## src/rtl/div_pkg.sv

```systemverilog
package div_pkg;

    typedef enum logic [1:0] {
        ST_IDLE = 2'd0,
        ST_CALC = 2'd1,
        ST_FIX  = 2'd2
    } div_state_e;

endpackage

```

## src/rtl/div_prep.sv

```systemverilog
// Operand conditioning: magnitudes, result sign and zero-divisor detection.
module div_prep #(
    parameter int WIDTH = 32
) (
    input  logic             is_signed,
    input  logic [WIDTH-1:0] num_in,
    input  logic [WIDTH-1:0] den_in,
    output logic [WIDTH-1:0] num_mag,
    output logic [WIDTH-1:0] den_mag,
    output logic             neg_result,
    output logic             den_is_zero
);
    logic num_neg;
    logic den_neg;

    always_comb begin
        num_neg     = is_signed & num_in[WIDTH-1];
        den_neg     = is_signed & den_in[WIDTH-1];
        // Negating the most-negative value yields itself, which is the
        // correct unsigned magnitude.
        num_mag     = num_neg ? (~num_in + 1'b1) : num_in;
        den_mag     = den_neg ? (~den_in + 1'b1) : den_in;
        neg_result  = num_neg ^ den_neg;
        den_is_zero = (den_in == '0);
    end

endmodule

```

## src/rtl/div_step.sv

```systemverilog
// One restoring shift-subtract iteration.
module div_step #(
    parameter int WIDTH = 32
) (
    input  logic [WIDTH-1:0] part_in,
    input  logic [WIDTH-1:0] acc_in,
    input  logic [WIDTH-1:0] den,
    output logic [WIDTH-1:0] part_out,
    output logic [WIDTH-1:0] acc_out
);
    localparam int EXT = WIDTH + 1;

    logic [EXT-1:0] shifted;
    logic [EXT-1:0] trial;
    logic           fits;

    always_comb begin
        shifted  = {part_in, acc_in[WIDTH-1]};
        trial    = shifted - {1'b0, den};
        fits     = ~trial[EXT-1];
        part_out = fits ? trial[WIDTH-1:0] : shifted[WIDTH-1:0];
        acc_out  = {acc_in[WIDTH-2:0], fits};
    end

endmodule

```

## src/rtl/div_ctrl.sv

```systemverilog
// Sequencer: IDLE -> CALC (WIDTH steps) -> FIX -> IDLE.
module div_ctrl
    import div_pkg::*;
#(
    parameter int WIDTH = 32
) (
    input  logic clk,
    input  logic rst,
    input  logic start,
    input  logic den_zero,
    output logic load,
    output logic zero_hit,
    output logic step_en,
    output logic finish,
    output logic busy,
    output logic done
);
    localparam int CNT_W = $clog2(WIDTH);
    localparam logic [CNT_W-1:0] LAST = CNT_W'(WIDTH - 1);

    div_state_e       state_q;
    div_state_e       state_d;
    logic [CNT_W-1:0] step_q;

    // State register and step counter.
    always_ff @(posedge clk) begin
        if (rst) begin
            state_q <= ST_IDLE;
            step_q  <= '0;
        end else begin
            state_q <= state_d;
            step_q  <= (state_q == ST_CALC) ? step_q + 1'b1 : '0;
        end
    end

    // Transition logic.
    always_comb begin
        state_d = state_q;
        unique case (state_q)
            ST_IDLE: if (start && !den_zero) state_d = ST_CALC;
            ST_CALC: if (step_q == LAST)     state_d = ST_FIX;
            ST_FIX:                          state_d = ST_IDLE;
            default:                         state_d = ST_IDLE;
        endcase
    end

    // Output decode.
    always_comb begin
        load     = 1'b0;
        zero_hit = 1'b0;
        step_en  = 1'b0;
        finish   = 1'b0;
        busy     = 1'b1;
        unique case (state_q)
            ST_IDLE: begin
                busy     = 1'b0;
                load     = start & ~den_zero;
                zero_hit = start & den_zero;
            end
            ST_CALC: step_en = 1'b1;
            ST_FIX:  finish  = 1'b1;
            default: busy    = 1'b0;
        endcase
    end

    // Completion pulse.
    always_ff @(posedge clk) begin
        if (rst) done <= 1'b0;
        else     done <= zero_hit | finish;
    end

endmodule

```

## src/rtl/int_divider.sv

```systemverilog
module int_divider #(
    parameter int WIDTH = 32
) (
    input  logic             clk,
    input  logic             rst,
    input  logic             start,
    input  logic             is_signed,
    input  logic [WIDTH-1:0] dividend,
    input  logic [WIDTH-1:0] divisor,
    output logic [WIDTH-1:0] quotient,
    output logic             busy,
    output logic             done
);
    logic [WIDTH-1:0] num_mag, den_mag;
    logic             neg_result, den_is_zero;
    logic             load, zero_hit, step_en, finish;

    logic [WIDTH-1:0] part_q, acc_q, den_q;
    logic             neg_q;
    logic [WIDTH-1:0] part_nx, acc_nx;
    logic [WIDTH-1:0] quot_q;

    div_prep #(.WIDTH(WIDTH)) u_prep (
        .is_signed  (is_signed),
        .num_in     (dividend),
        .den_in     (divisor),
        .num_mag    (num_mag),
        .den_mag    (den_mag),
        .neg_result (neg_result),
        .den_is_zero(den_is_zero)
    );

    div_ctrl #(.WIDTH(WIDTH)) u_ctrl (
        .clk     (clk),
        .rst     (rst),
        .start   (start),
        .den_zero(den_is_zero),
        .load    (load),
        .zero_hit(zero_hit),
        .step_en (step_en),
        .finish  (finish),
        .busy    (busy),
        .done    (done)
    );

    div_step #(.WIDTH(WIDTH)) u_step (
        .part_in (part_q),
        .acc_in  (acc_q),
        .den     (den_q),
        .part_out(part_nx),
        .acc_out (acc_nx)
    );

    // Iteration registers.
    always_ff @(posedge clk) begin
        if (rst) begin
            part_q <= '0;
            acc_q  <= '0;
            den_q  <= '0;
            neg_q  <= 1'b0;
        end else if (load) begin
            part_q <= '0;
            acc_q  <= num_mag;
            den_q  <= den_mag;
            neg_q  <= neg_result;
        end else if (step_en) begin
            part_q <= part_nx;
            acc_q  <= acc_nx;
        end
    end

    // Result register with sign correction.
    always_ff @(posedge clk) begin
        if (rst || zero_hit) quot_q <= '0;
        else if (finish)     quot_q <= neg_q ? (~acc_q + 1'b1) : acc_q;
    end

    assign quotient = quot_q;

endmodule

```

## config.mk

```make
export PLATFORM = sky130hd
export DESIGN_NAME = int_divider
export DESIGN_NICKNAME = d
export VERILOG_FILES = /design/src/rtl/div_pkg.sv /design/src/rtl/div_prep.sv /design/src/rtl/div_step.sv /design/src/rtl/div_ctrl.sv /design/src/rtl/int_divider.sv
export SDC_FILE = /design/constraint.sdc
export NUM_CORES = 1
export LEC_CHECK = 0
export BUFFER_PORTS_ARGS = -buffer_cell sky130_fd_sc_hd__buf_2
export CORE_UTILIZATION = 64
export CTS_CLUSTER_DIAMETER = 200
export CTS_CLUSTER_SIZE = 16
export DETAILED_ROUTE_END_ITERATION = 7
export GPL_TIMING_DRIVEN = 0
export PLACE_DENSITY_LB_ADDON = 0.3
export REMOVE_ABC_BUFFERS = 1
export SKIP_LAST_GASP = 1
export SLEW_MARGIN = 20
export SYNTH_ARGS = -nofsm -noshare
export SYNTH_HDL_FRONTEND = slang
export SYNTH_SLANG_ARGS = --single-unit
```

## constraint.sdc

```tcl
create_clock -name clk -period 5.2 [get_ports clk]
set_clock_uncertainty 0.2 [all_clocks]
set_input_delay 0 -clock clk [delete_from_list [all_inputs] [get_ports clk]]
set_output_delay 0 -clock clk [all_outputs]
set_load 0.01 [all_outputs]
```

# After elaboration in Yosys (flattened, before gate mapping)
# Index checks and enable logic that the tools add are counted.
# op_classes
add_sub_neg	5
eq_ne	5
n_mux	14
bitwise_logic	12
reduce_logical	10
# ops
cell	count
$mux 32	6
$add 32x1->32 const B	3
$not 32->32	3
$sub 33x32->33	1
$logic_not 32->1	1
$reduce_or 2->1	3
$add 5x1->5 const B	1
$eq 5x5->1 const B	1
$mux 1	5
$and 1x1->1	4
$mux 2	2
$pmux 2 s2	1
$not 1->1	3
$eq 2x1->1 const B	1
$eq 2x2->1 const B	1
$logic_not 2->1	1
$ne 2x1->1 const B	1
$ne 2x2->1 const B	1
$reduce_and 2->1	1
$reduce_bool 2->1	1
$logic_and 1x1->1	1
$logic_not 1->1	1
$logic_or 1x1->1	1
$or 1x1->1	1
$xor 1x1->1	1
# word_totals
reg_bits	137
inputBits	68
word_cells	54

# Depth between registers and ports, before layout
# Gate-level depths: netlist (run 1).
# logic_depth
ltp_word	5
depth_mapped	12

# Cells and area by module
# A second synthesis (run 1) with hierarchy kept.
# hier_totals
hier_cells	1234
area_unflattened_um2	10123.5
# modules_own_cells
mod	n_inst	cells_each	area_each_um2
int_divider	1	618	5555.3
div_step	1	337	2598.7
div_prep	1	240	1589.0
div_ctrl	1	39	380.4

# Worst setup path before layout (run 1)
# OpenSTA, ideal clock, no wires.
# synth_timing
path_kind	register to register
start	reg acc_q[31]
end	reg part_q[10]
t_arrival_ns	3.231
required_time_ns	4.868
slack_ns	1.636
path_stages_with_launch	13
period_less_slack_ns	3.564
path_cell_list	dfxtp_1 -> inv_1 -> ha_1 -> fa_1 -> nand2b_1 -> a21oi_1 -> o31ai_1 -> o21ai_0 -> o21ai_1 -> xnor2_1 -> clkbuf_1 -> mux2i_1 -> a21oi_1
# synth_between
elab_chain_cells	2
# synth_rtl
element	line_no	text
start: declaration	int_divider.sv:18	logic [WIDTH-1:0] part_q, acc_q, den_q;
start signal: assignment	int_divider.sv:63	acc_q <= num_mag;
start signal: assignment	int_divider.sv:68	acc_q <= acc_nx;
$sub 33x32->33	div_step.sv:19	trial = shifted - {1'b0, den};
$mux 32	div_step.sv:21	part_out = fits ? trial[WIDTH-1:0] : shifted[WIDTH-1:0];
end signal: assignment	int_divider.sv:67	part_q <= part_nx;
end: declaration	int_divider.sv:18	
# Every way passes these cells.
# A chain may end at the register's enable or synchronous reset.

# Final worst setup path (run 1)
# layout_timing
start	in dividend[4]
end	reg acc_q[31]
# layout_between
elab_chain_cells	4
# layout_rtl
element	line_no	text
start: declaration	int_divider.sv:8	input logic [WIDTH-1:0] dividend,
$not 32->32	div_prep.sv:21	num_mag = num_neg ? (~num_in + 1'b1) : num_in;
$add 32x1->32	div_prep.sv:21	
$mux 32	div_prep.sv:21	
$mux 32	int_divider.sv:61	end else if (load) begin
# Every way passes these cells.

==> results of run 1 <==
[layout make-up]
cell class | count | share of cell area (%)
Timing Repair Buffer | 224 | 15.65
Clock inverter | 11 | 0.6273
Clock buffer | 21 | 4.138
Tap cell | 180 | 1.981
Inverter | 58 | 1.915
Sequential cell | 137 | 24.13
Multi-Input combinational cell | 881 | 51.56
[logic make-up (layout without fill, tap and decap cells)]
logic type      count (synthesis)  count (layout)  synth area share (%)
xor+xnor                      119             119                 11.54
simple gates                  324             324                 16.88
fa+ha+maj                      41              41                 5.765
flops                         137             137                 30.38
compound gates                346             346                 24.56
buf+inv                       125             314                 5.224
mux                            51              51                 5.654
[worst paths after layout]
path	start	to	slack [ns]	cells after the start
worst max-delay path	dividend[4]	acc_q[31]	0.61	13
worst min-delay path	u_ctrl.step_q[0]	u_ctrl.step_q[0]	0.26	1
worst max register to register	acc_q[31]	part_q[29]	1.33	12
worst min register to register	u_ctrl.step_q[0]	u_ctrl.step_q[0]	0.26	1
[cells in the mapped netlist, types with 2 or more instances]
| cell type | count | area [µm²] |
|---|---|---|
| sky130_fd_sc_hd__or2_2 | 2 | 12.51 |
| sky130_fd_sc_hd__o21bai_1 | 6 | 45.04 |
| sky130_fd_sc_hd__and3_1 | 6 | 37.54 |
| sky130_fd_sc_hd__xor2_1 | 63 | 551.8 |
| sky130_fd_sc_hd__o31a_1 | 2 | 17.52 |
| sky130_fd_sc_hd__buf_2 | 2 | 10.01 |
| sky130_fd_sc_hd__nor3_1 | 13 | 65.06 |
| sky130_fd_sc_hd__buf_1 | 4 | 15.01 |
| sky130_fd_sc_hd__or3_4 | 2 | 22.52 |
| sky130_fd_sc_hd__nor4_1 | 9 | 56.30 |
| sky130_fd_sc_hd__nor3b_1 | 2 | 15.01 |
| sky130_fd_sc_hd__a21boi_0 | 4 | 30.03 |
| sky130_fd_sc_hd__mux2i_1 | 51 | 510.5 |
| sky130_fd_sc_hd__nand2_1 | 62 | 232.7 |
| sky130_fd_sc_hd__inv_1 | 58 | 217.7 |
| sky130_fd_sc_hd__nand4_1 | 10 | 62.56 |
| sky130_fd_sc_hd__a311oi_1 | 4 | 35.03 |
| sky130_fd_sc_hd__nor2b_1 | 6 | 37.54 |
| sky130_fd_sc_hd__or3_1 | 17 | 106.4 |
| sky130_fd_sc_hd__dfxtp_1 | 137 | 2743 |
| sky130_fd_sc_hd__and4_1 | 4 | 35.03 |
| sky130_fd_sc_hd__and2_1 | 5 | 31.28 |
| sky130_fd_sc_hd__a21oi_1 | 93 | 465.5 |
| sky130_fd_sc_hd__nor2_1 | 146 | 548.0 |
| sky130_fd_sc_hd__o31ai_1 | 21 | 157.7 |
| sky130_fd_sc_hd__xnor2_1 | 56 | 490.5 |
| sky130_fd_sc_hd__a31o_2 | 3 | 26.28 |
| sky130_fd_sc_hd__a21o_1 | 11 | 82.58 |
| sky130_fd_sc_hd__o21a_1 | 3 | 22.52 |
| sky130_fd_sc_hd__a31oi_1 | 13 | 81.33 |
| sky130_fd_sc_hd__nand2b_1 | 9 | 56.30 |
| sky130_fd_sc_hd__nand3b_1 | 2 | 15.01 |
| sky130_fd_sc_hd__nand3_1 | 15 | 75.07 |
| sky130_fd_sc_hd__or4_1 | 7 | 52.55 |
| sky130_fd_sc_hd__o211ai_1 | 3 | 22.52 |
| sky130_fd_sc_hd__o21ai_0 | 71 | 355.3 |
| sky130_fd_sc_hd__a41oi_1 | 2 | 17.52 |
| sky130_fd_sc_hd__ha_1 | 40 | 500.5 |
| sky130_fd_sc_hd__clkbuf_1 | 61 | 229.0 |
| sky130_fd_sc_hd__o41ai_1 | 7 | 61.31 |
| sky130_fd_sc_hd__a211oi_1 | 94 | 705.7 |
[power breakdown]
| group | switching, mW | internal, mW | total (mW) |
|---|---|---|---|
| clock network | 0.496 | 0.645 | 1.14 |
| logic | 0.585 | 0.451 | 1.04 |
| registers | 0.0703 | 1.12 | 1.19 |
[flip-flops by register name (all words and copies together) (netlist names)]
signal and flops:
part_q 32, quotient 32, den_q 32, u_ctrl.step_q 5, u_ctrl.state_q 2, neg_q 1, acc_q 32, u_ctrl.done 1
[metrics by stage]
step	utilization (%)	area [µm²]	worst slack, ns	hold WS, ns
6_report	82.23	11370	0.6145	0.2555
5_1_grt	82.23	11370	0.3677	0.2921
4_1_cts	82.22	11370	0.8439	0.2488
3_5_place_dp	69.76	9646	1.217	0.1102
3_3_place_gp	68.74	9505	-0.3797	0.09056
2_1_floorplan	-	8775	0.8059	-0.1309
[metal layers]
layer  part of all wire (%)  wire, µm
met2                     46     13460
met5                      0         0
met3                    9.0      2610
met4                    6.0      1732
met1                     39     11280
[what timing repair did]
item,CTS,global route
hold endpoints to repair,67,0
setup endpoints to repair,0,0
hold buffers,118,0
==> impl_metrics.tcl, run 1 <==
set metrics [dict create \
    outcome "finished, final reports clean" \
    multi_input_comb_area_mm2 0.005862 \
    antenna_found_initial 0 \
    critical_path.top_delay_family "simple AND/OR/NAND/NOR gates" \
    met2_track_usage_gr_pct 65.48 \
    critical_path.slowest_cell "sky130_fd_sc_hd__nor4_1" \
    number_of_buffer_cells_added_on_primary_ports 101 \
    finalWorstPathRequiredPeriod_ns 4.586 \
    synthFlopType "sky130_fd_sc_hd__dfxtp_1" \
    max-vdd-ir-drop_v 0.0002638 \
    cts_max_path_buffers 2 \
    clk_root_buffer_cell "sky130_fd_sc_hd__clkbuf_16" \
    final_nets 1428 \
    n_fill_cell 757 \
    post-route-drc-count 0 \
    synthDistinctLibCells 58 \
    die_x_um 120.8 \
    layout.cells.most_common "sky130_fd_sc_hd__nor2_1" \
    drt_first_pass_iters 8 \
    place_inst 1362 \
    first_pass_grt_wire_length_mm 46.68 \
    async_reset_ff_share_pct 0 \
    synthesis.instances 1143 \
    global_placement_routability_congestion 0.9416 \
    layout-drive-gt1-share_pct 11.64 \
    fp.dieArea_mm2 0.01459 \
    crit_chain "dlygate4sd3_1, buf_2, or3_1, nor4_1, nand3b_1, or3_1, nor4_1, nand3b_1, nand2_1, a31oi_1, dlygate4sd3_1, nor2_1, dlygate4sd3_1" \
    worst-slew-pin-transition_ns 0.9559 \
    timing.final.hold_violations 0 \
    postSynthRegisterBits 137 \
    count_of_flip_flops_with_a_built_in_enable_after_synthesis 0 \
    cts_resized 0 \
    grt_busiest_layer "met2" \
    die_height_um 120.8 \
    synth-seq-area-share_pct 30.38 \
    synthesis.yosys.warnings 0 \
    synthesis.area_mm2 0.009029 \
    fin_cells 1512 \
    clock_tree.htree_level_count 4 \
    layout.cells.most_common_list "sky130_fd_sc_hd__nor2_1, sky130_fd_sc_hd__dfxtp_1, sky130_fd_sc_hd__dlygate4sd3_1" \
    clock_tree_from_tritoncts "yes" \
    slew-limit-headroom_pct 36.22 \
    postRouteWirelength_mm 29.08 \
    powerDensity_mw_per_mm2 295.8 \
    slowest_delay_ns 0.74 \
    critical_path.endpoint_type "flop" \
    post-cts-setup-buffer-count 0 \
    cp.arrival_ns 4.76 \
    grt_start_max_net_pins 73 \
    vias 9849 \
    grt_setup_unrepaired "false" \
    use_met1_pct 48.59 \
    setup.worst_path.start_class "input pin" \
    fmaxAchievable_mhz 218.1 \
    area.sequential_mm2 0.002744 \
    drv_cap 0 \
    synth_area_per_cell_um2 7.899 \
    crit_path_frequent_cell "sky130_fd_sc_hd__dlygate4sd3_1" \
    synthToLayoutAreaGrowth_pct 25.93 \
    worstSkewPairLatency_ns 0.44 \
    post-dp-hpwl_mm 15.70 \
    vias_per_instance 6.514 \
    p_leak_nw 4.512 \
    grt_util_met3_pct 9.858 \
    finalSetupViolations 0 \
    route.antenna.remaining_nets 0 \
    leftover_overflow_at_the_end_of_global_routing 0 \
    first_global_vias 9648 \
    final.setup.tns_ns 0 \
    row_count 43 \
    io-pin-count 102 \
    worst_path_class_setup "input pin to flop" \
    core_area_mm2 0.01383 \
    worst-path-buf-inv 4 \
    cts-buffers-inserted 17 \
    clock_sinks 137 \
    start_util_pct 65.30 \
    clk_pin_slew_ns 0.06 \
    post-layout-total-power_mw 3.363 \
    detail_route.wl_per_cell_um 19.23 \
    critPathMaxFanout 5 \
    n_antenna_cell 0 \
    maxSlewViolCount 0 \
    crit_required_ns 5.37 \
    worstHoldPathType "flop to flop" \
    final.period_utilization_pct 88.18 \
    drt_first_iter_violations 1180 \
    grt_use_total_pct 40.87 \
]
Power figures use the tool's default switching activity.
==> run 2: changes to the inputs <==
Settings changed: BUFFER_PORTS_ARGS -buffer_cell sky130_fd_sc_hd__buf_2 to -buffer_cell sky130_fd_sc_hd__buf_4, SYNTH_HIERARCHICAL from default to 1.
==> run 2 against run 1 <==
  * Via count increased by 6.2%
  * Flip-flop and latch count is the same
  * Design area increased by 12%
  * Highest routed layer unchanged
==> impl_metrics.tcl, run 2 <==
set metrics [dict create \
    outcome "finished, final reports clean" \
    layout-drive-gt1-share_pct 14.04 \
    post-route-cell-area_mm2 0.01277 \
    layout.cells.most_common "sky130_fd_sc_hd__nor2_1" \
    crit_chain "dlygate4sd3_1, buf_4, nor4_1, nand4_1, or4_1, nor2_1, nor2b_4, and2_4, buf_12, a21oi_1, nor2_1, dlygate4sd3_1" \
    synthDistinctLibCells 90 \
    synthesis.area_mm2 0.01012 \
    worstHoldStart "u_ctrl/step_q[0]" \
    die_x_um 127.8 \
    async_reset_ff_share_pct 0 \
    slowest_delay_ns 0.94 \
    cell_internal_pwr_mw 2.284 \
    p_sw_mw 1.106 \
    io-pin-count 102 \
    worst-slew-pin-transition_ns 1.112 \
    drt_first_iter_violations 1355 \
    power.combinational.fraction_pct 29.3 \
    synthToLayoutAreaGrowth_pct 26.19 \
    max-vdd-ir-drop_v 0.0002718 \
    vias_per_instance 6.395 \
    clock_sinks 137 \
    clk_pin_slew_ns 0.07 \
    powerDensity_mw_per_mm2 265.3 \
    global_placement_routability_congestion 0.9474 \
    antenna_found_initial 0 \
    start_util_pct 66.10 \
    synth_area_leaders "sky130_fd_sc_hd__dfxtp_1, sky130_fd_sc_hd__mux2i_1, sky130_fd_sc_hd__nor2_1, sky130_fd_sc_hd__ha_1, sky130_fd_sc_hd__xnor2_1" \
    setup.reg_to_reg.worst_slack_ns 0.48 \
    timing.rr.end "acc_q[0]" \
    hold_fix_buffer_count_after_cts 153 \
    synth_area_per_cell_um2 8.204 \
    yosysTopAreaCellShare_pct 27.09 \
    drv_cap 0 \
    synthesis.instances 1234 \
    power.sequential.fraction_pct 34.4 \
    worst_reg2reg_path_length_in_cells 17 \
    grt_setup_unrepaired "false" \
    core_area_mm2 0.01531 \
    critical_path.top_delay_family "simple AND/OR/NAND/NOR gates" \
    fp.dieArea_mm2 0.01633 \
    worstSkewPairLatency_ns 0.43 \
    critical_path.endpoint_type "flop" \
    critPathMaxFanout 54 \
    detail_route.wl_per_cell_um 19.34 \
    postRouteWirelength_mm 31.64 \
    final.setup.tns_ns 0 \
    timing.final.hold_violations 0 \
    synth_area_leader_cell "sky130_fd_sc_hd__dfxtp_1" \
    cts-buffers-inserted 17 \
    worst-path-buf-inv 4 \
    synthFlopType "sky130_fd_sc_hd__dfxtp_1" \
    maxSlewViolCount 0 \
    first_pass_grt_wire_length_mm 49.72 \
    drt_first_pass_iters 6 \
    worst_path_class_setup "input pin to flop" \
    leftover_overflow_at_the_end_of_global_routing 0 \
    regToRegStartpoint "acc_q[31]" \
    slew-limit-headroom_pct 25.16 \
    post-route-drc-count 0 \
    post-cts-setup-buffer-count 0 \
    placed_area_mm2 0.01064 \
    layout.cells.most_common_list "sky130_fd_sc_hd__nor2_1, sky130_fd_sc_hd__dlygate4sd3_1, sky130_fd_sc_hd__dfxtp_1" \
    synth-seq-area-share_pct 27.09 \
    finalWorstPathRequiredPeriod_ns 4.929 \
    grt_start_max_net_pins 73 \
    die_height_um 127.8 \
    row_count 45 \
    synthTopCellsByCount "sky130_fd_sc_hd__nor2_1, sky130_fd_sc_hd__dfxtp_1, sky130_fd_sc_hd__mux2i_1, sky130_fd_sc_hd__a21oi_1, sky130_fd_sc_hd__xnor2_1" \
    final_nets 1520 \
    cts_resized 0 \
    p_leak_nw 5.261 \
    most_instantiated_library_cell_after_synthesis "sky130_fd_sc_hd__nor2_1" \
    clk_root_buffer_cell "sky130_fd_sc_hd__clkbuf_16" \
    cp.arrival_ns 5.04 \
    finalSetupViolations 0 \
    critical_path.slowest_cell "sky130_fd_sc_hd__nor4_1" \
    cts_max_path_buffers 2 \
    clock_power_share_pct 36.3 \
    final.period_utilization_pct 94.78 \
    fmaxAchievable_mhz 202.9 \
    setup.worst_path.start_class "input pin" \
    clock_tree.htree_level_count 4 \
    post-dp-hpwl_mm 17.70 \
    synthesis.yosys.warnings 6 \
    hold_end "u_ctrl/step_q[0]" \
    switching_share_pct 32.63 \
    crit_required_ns 5.31 \
    postSynthRegisterBits 137 \
    hold_path_depth 1 \
    first_global_vias 9874 \
    count_of_flip_flops_with_a_built_in_enable_after_synthesis 0 \
    vias 10462 \
    worstHoldPathType "flop to flop" \
    number_of_buffer_cells_added_on_primary_ports 101 \
    grt_use_total_pct 38.63 \
    route.antenna.remaining_nets 0 \
    clock_tree_from_tritoncts "yes" \
]
[run 2: cell type report]
type | instances | area, µm²
inverters | 53 | 206.4
flip-flops and latches | 137 | 2744
diodes | 1 | 2.502
multi-input cells | 945 | 6608
clock buffers | 21 | 480.5
fillers | 898 | 2540
well taps | 211 | 264.0
repair buffers | 257 | 2357
clock inverters | 11 | 112.6
[run 2: worst max path at each step]
stage / endpoint / startpoint / cells past startpoint
global placement: part_q[7] / divisor[6] / 9
CTS: den_q[28] / divisor[6] / 12
floorplan: part_q[0] / divisor[25] / 8
finish: acc_q[17] / divisor[6] / 12
global route: acc_q[17] / divisor[6] / 12
detailed placement: quotient[29] / divisor[6] / 10
[run 2: cell families after synthesis]
group           Yosys count  synth area share (%)
xor+xnor                103                 8.911
simple gates            411                 19.74
compound gates          264                 17.67
flops                   137                 27.09
mux                     126                 13.57
buf+inv                 152                 7.873
fa+ha+maj                41                 5.142
[run 2: per-layer routing]
| metal | vias to the layer above | part of all wire (%) | routed length, µm | track usage [%] |
|---|---|---|---|---|
| met2 | 705 | 47 | 14800 | 63.87 |
| met5 | - | 0 | 0 | 0 |
| met4 | 0 | 4.5 | 1427 | 20.83 |
| li1 | 4756 | - | - | - |
| met1 | 4833 | 39 | 12310 | 47.81 |
| met3 | 168 | 9.8 | 3103 | 6.970 |
[run 2: worst reg2reg max path: stages (launching register included)]
cell                            delay [ns]
sky130_fd_sc_hd__dfxtp_1              0.44
sky130_fd_sc_hd__inv_1                0.07
sky130_fd_sc_hd__ha_1                 0.23
sky130_fd_sc_hd__fa_1                 0.42
sky130_fd_sc_hd__and2b_1              0.25
sky130_fd_sc_hd__o2111ai_2            0.15
sky130_fd_sc_hd__a21oi_2              0.23
sky130_fd_sc_hd__o2111ai_1            0.28
sky130_fd_sc_hd__a211oi_2             0.38
sky130_fd_sc_hd__nor2_4               0.12
sky130_fd_sc_hd__mux2i_4              0.40
sky130_fd_sc_hd__and2_4               0.34
sky130_fd_sc_hd__inv_8                0.13
sky130_fd_sc_hd__mux2i_1              0.17
sky130_fd_sc_hd__nor2_1               0.05
sky130_fd_sc_hd__a21oi_1              0.11
sky130_fd_sc_hd__nor2_1               0.05
sky130_fd_sc_hd__dlygate4sd3_1        0.59
[run 2: stage by stage]
stage / hold WS, ns / power (mW) / util, % / std cells / setup WS, ns
6_report: 0.2474 / 3.389 / 83.41 / 1636 / 0.2712
5_1_grt: 0.2759 / 3.503 / 83.40 / 1635 / 0.1885
4_1_cts: 0.2513 / 3.314 / 83.35 / 1635 / 0.5724
3_5_place_dp: 0.08196 / 1.983 / 69.48 / 1450 / 0.9407
3_3_place_gp: 0.07376 / 1.976 / 68.92 / 1447 / -0.6900
2_1_floorplan: -0.1276 / 1.774 / - / 1135 / 1.099
[run 2: power groups by stage]
stage / clock network, mW / logic, mW / registers (mW)
finish: 1.23 / 0.993 / 1.16
global route: 1.28 / 1.06 / 1.17
CTS: 1.22 / 0.936 / 1.16
detailed placement: 0 / 0.802 / 1.18
global placement: 0 / 0.799 / 1.18
floorplan: 0 / 0.612 / 1.16
==> run 3: changes to the inputs <==
Settings changed: ABC_AREA from default to 1.
==> run 3 against run 2 <==
  * Sequential power about the same
  * Sequential share of layout area down 1.1 points
  * Cell count is 43% higher
  * Flip-flop and latch count unchanged
  * First-iteration DRC count up 9.5%
  * Clock power hardly changed
  * Area after synthesis rose by 14%
  * Global-route usage is 0.89 points lower
  * Combinational power down 7.5%
==> impl_metrics.tcl, run 3 <==
set metrics [dict create \
    grt_start_max_net_pins 41 \
    setup.worst_path.start_class "input pin" \
    critical_path.endpoint_type "flop" \
    postLayoutCoreUtil_pct 77.10 \
    crit_required_ns 5.36 \
    synthesis.instances 2004 \
    outcome "finished, final reports clean" \
    timing.final.hold_violations 0 \
    io-pin-count 102 \
    cts-buffers-inserted 17 \
    synthesis.area_mm2 0.01157 \
    grt_use_total_pct 37.74 \
    highest_layer "met4" \
    cp.arrival_ns 4.09 \
    drt_first_pass_iters 6 \
    synth-xor-area-share_pct 4.013 \
    post-dp-hpwl_mm 24.53 \
    cts_resized 0 \
    synthesis.yosys.warnings 6 \
    postSynthRegisterBits 137 \
    number_of_buffer_cells_added_on_primary_ports 101 \
    worstSkewPairLatency_ns 0.43 \
    slew-limit-headroom_pct 28.83 \
    final.period_utilization_pct 75.59 \
    synth-seq-area-share_pct 23.71 \
    yosysTopAreaCellShare_pct 23.71 \
    vias 12984 \
    most_instantiated_library_cell_after_synthesis "sky130_fd_sc_hd__nand2_1" \
    detail_route.wl_per_cell_um 14.88 \
    global_placement_routability_congestion 0.9507 \
    placed_area_mm2 0.01217 \
    first_global_vias 11441 \
    core_area_mm2 0.01748 \
    post-route-cell-area_mm2 0.01348 \
    dr_wl_met2_mm 15.19 \
    synth_fa_ha_area_share_pct 4.499 \
    met3_routed_wirelength_mm 3.659 \
    synth.mux.area_fraction_pct 0 \
    cts_max_path_buffers 2 \
    p_leak_nw 6.845 \
    max-vdd-ir-drop_v 0.0002570 \
    grt_setup_unrepaired "false" \
    start_util_pct 66.19 \
    synthFlopType "sky130_fd_sc_hd__dfxtp_1" \
    clock_tree.htree_level_count 4 \
    postRouteWirelength_mm 34.88 \
    powerDensity_mw_per_mm2 248.5 \
    final_nets 2213 \
    met1_wirelength_mm 15.23 \
    finalWorstPathRequiredPeriod_ns 3.931 \
    first_pass_grt_wire_length_mm 55.30 \
    final.setup.tns_ns 0 \
    drt_first_iter_violations 1484 \
    clk_pin_slew_ns 0.06 \
    layout.cells.most_common_list "sky130_fd_sc_hd__nand2_1, sky130_fd_sc_hd__nor2_1, sky130_fd_sc_hd__inv_1" \
    post-layout-total-power_mw 3.349 \
    count_of_flip_flops_with_a_built_in_enable_after_synthesis 0 \
    clock_sinks 137 \
    drv_cap 0 \
    finalSetupViolations 0 \
    synth_compound_area_share_pct 10.73 \
    async_reset_ff_share_pct 0 \
    die_x_um 136.4 \
    maxSlewViolCount 0 \
    clock_tree_from_tritoncts "yes" \
    synthDistinctLibCells 40 \
    n_fill_cell 1401 \
    synthToLayoutAreaGrowth_pct 16.48 \
    synth_top_family_by_area "simple AND/OR/NAND/NOR gates" \
    fmaxAchievable_mhz 254.4 \
    synth_area_leader_cell "sky130_fd_sc_hd__dfxtp_1" \
    fp.dieArea_mm2 0.01862 \
    layout-drive-gt1-share_pct 10.25 \
    worst-slew-pin-transition_ns 1.065 \
    synth-simple-area-share_pct 43.68 \
    synth_area_per_cell_um2 5.773 \
    worst_path_class_setup "input pin to flop" \
    synthTopCellsByCount "sky130_fd_sc_hd__nand2_1, sky130_fd_sc_hd__nor2_1, sky130_fd_sc_hd__inv_1, sky130_fd_sc_hd__dfxtp_1, sky130_fd_sc_hd__nand3_1" \
    row_count 48 \
    synth_area_leaders "sky130_fd_sc_hd__dfxtp_1, sky130_fd_sc_hd__nand2_1, sky130_fd_sc_hd__nor2_1, sky130_fd_sc_hd__inv_1, sky130_fd_sc_hd__ha_1" \
    layout.cells.most_common "sky130_fd_sc_hd__nand2_1" \
    leftover_overflow_at_the_end_of_global_routing 0 \
    vias_per_instance 5.542 \
    die_height_um 136.4 \
    post-route-drc-count 0 \
    route.antenna.remaining_nets 0 \
    antenna_found_initial 1 \
    whs_ns 0.01627 \
    worstHoldPathType "input pin to flop" \
    clk_root_buffer_cell "sky130_fd_sc_hd__clkbuf_16" \
    critPathMaxFanout 36 \
]
run 3: metrics by stage:
stage,cells,setup WS (ns)
finish,2343,1.269
floorplan,1908,0.9124
global route,2342,1.055
CTS,2342,1.456
detailed placement,2239,1.603
global placement,2234,-1.048
run 3: logic make-up after synthesis:
family                   Yosys count
AND/OR/NAND/NOR                 1207
buffers and inverters            356
AO/OA/AOI/OAI                    210
flip-flops                       137
XOR/XNOR                          53
adder cells (fa/ha/maj)           41
run 3: final timing paths:
check,start,to,slack [ns],cells past startpoint
hold / removal,dividend[3],acc_q[3],0.02,5
setup / recovery,divisor[0],acc_q[20],1.27,16
hold reg to reg,u_ctrl/step_q[0],u_ctrl/step_q[0],0.27,1
setup reg to reg,u_ctrl/state_q[0],acc_q[20],1.57,9
run 3: what timing repair did:
item / CTS / global route
setup buffers: 0 / 0
hold buffers: 71 / 0
hold endpoints to repair: 89 / 0
run 3: worst max-delay path, stage by stage:
cell and delay (ns):
sky130_fd_sc_hd__dlygate4sd3_1 0.55, sky130_fd_sc_hd__buf_4 0.12, sky130_fd_sc_hd__inv_1 0.05, sky130_fd_sc_hd__ha_1 0.22, sky130_fd_sc_hd__nand2_2 0.13, sky130_fd_sc_hd__nor2_8 0.07
sky130_fd_sc_hd__nand2_2 0.07, sky130_fd_sc_hd__inv_1 0.05, sky130_fd_sc_hd__nand2_1 0.11, sky130_fd_sc_hd__nor3_2 0.08, sky130_fd_sc_hd__nor2_4 0.65, sky130_fd_sc_hd__inv_2 0.45
sky130_fd_sc_hd__buf_12 0.29, sky130_fd_sc_hd__nand2_1 0.79, sky130_fd_sc_hd__o221ai_1 0.25, sky130_fd_sc_hd__nor2_1 0.18
run 3: layout make-up:
type                       instances  area (µm²)  share of cell area [%]
antenna                            1       2.502                 0.01857
clock buffer                      20       456.7                   3.389
clock inverter                    12       138.9                   1.031
inverter                         260       975.9                   7.242
multi-input combinational       1511        7292                   54.11
sequential                       137        2744                   20.36
tap                              225       281.5                   2.089
timing repair buffer             177        1584                   11.75
run 3: report_power, final:
part / internal [mW] / leakage, nW / switching, mW / total [mW]
clock: 0.737 / 0.280 / 0.504 / 1.24
sequential: 1.11 / 1.12 / 0.0819 / 1.19
combinational: 0.326 / 5.44 / 0.593 / 0.919
total: 2.17 / 6.84 / 1.18 / 3.35
run 3: layer usage:
metal  GRT usage, %  up-vias
li1               -     6435
met1          51.65     5813
met2          58.97      660
met3          8.091       76
met4          11.23        0
met5              0        -
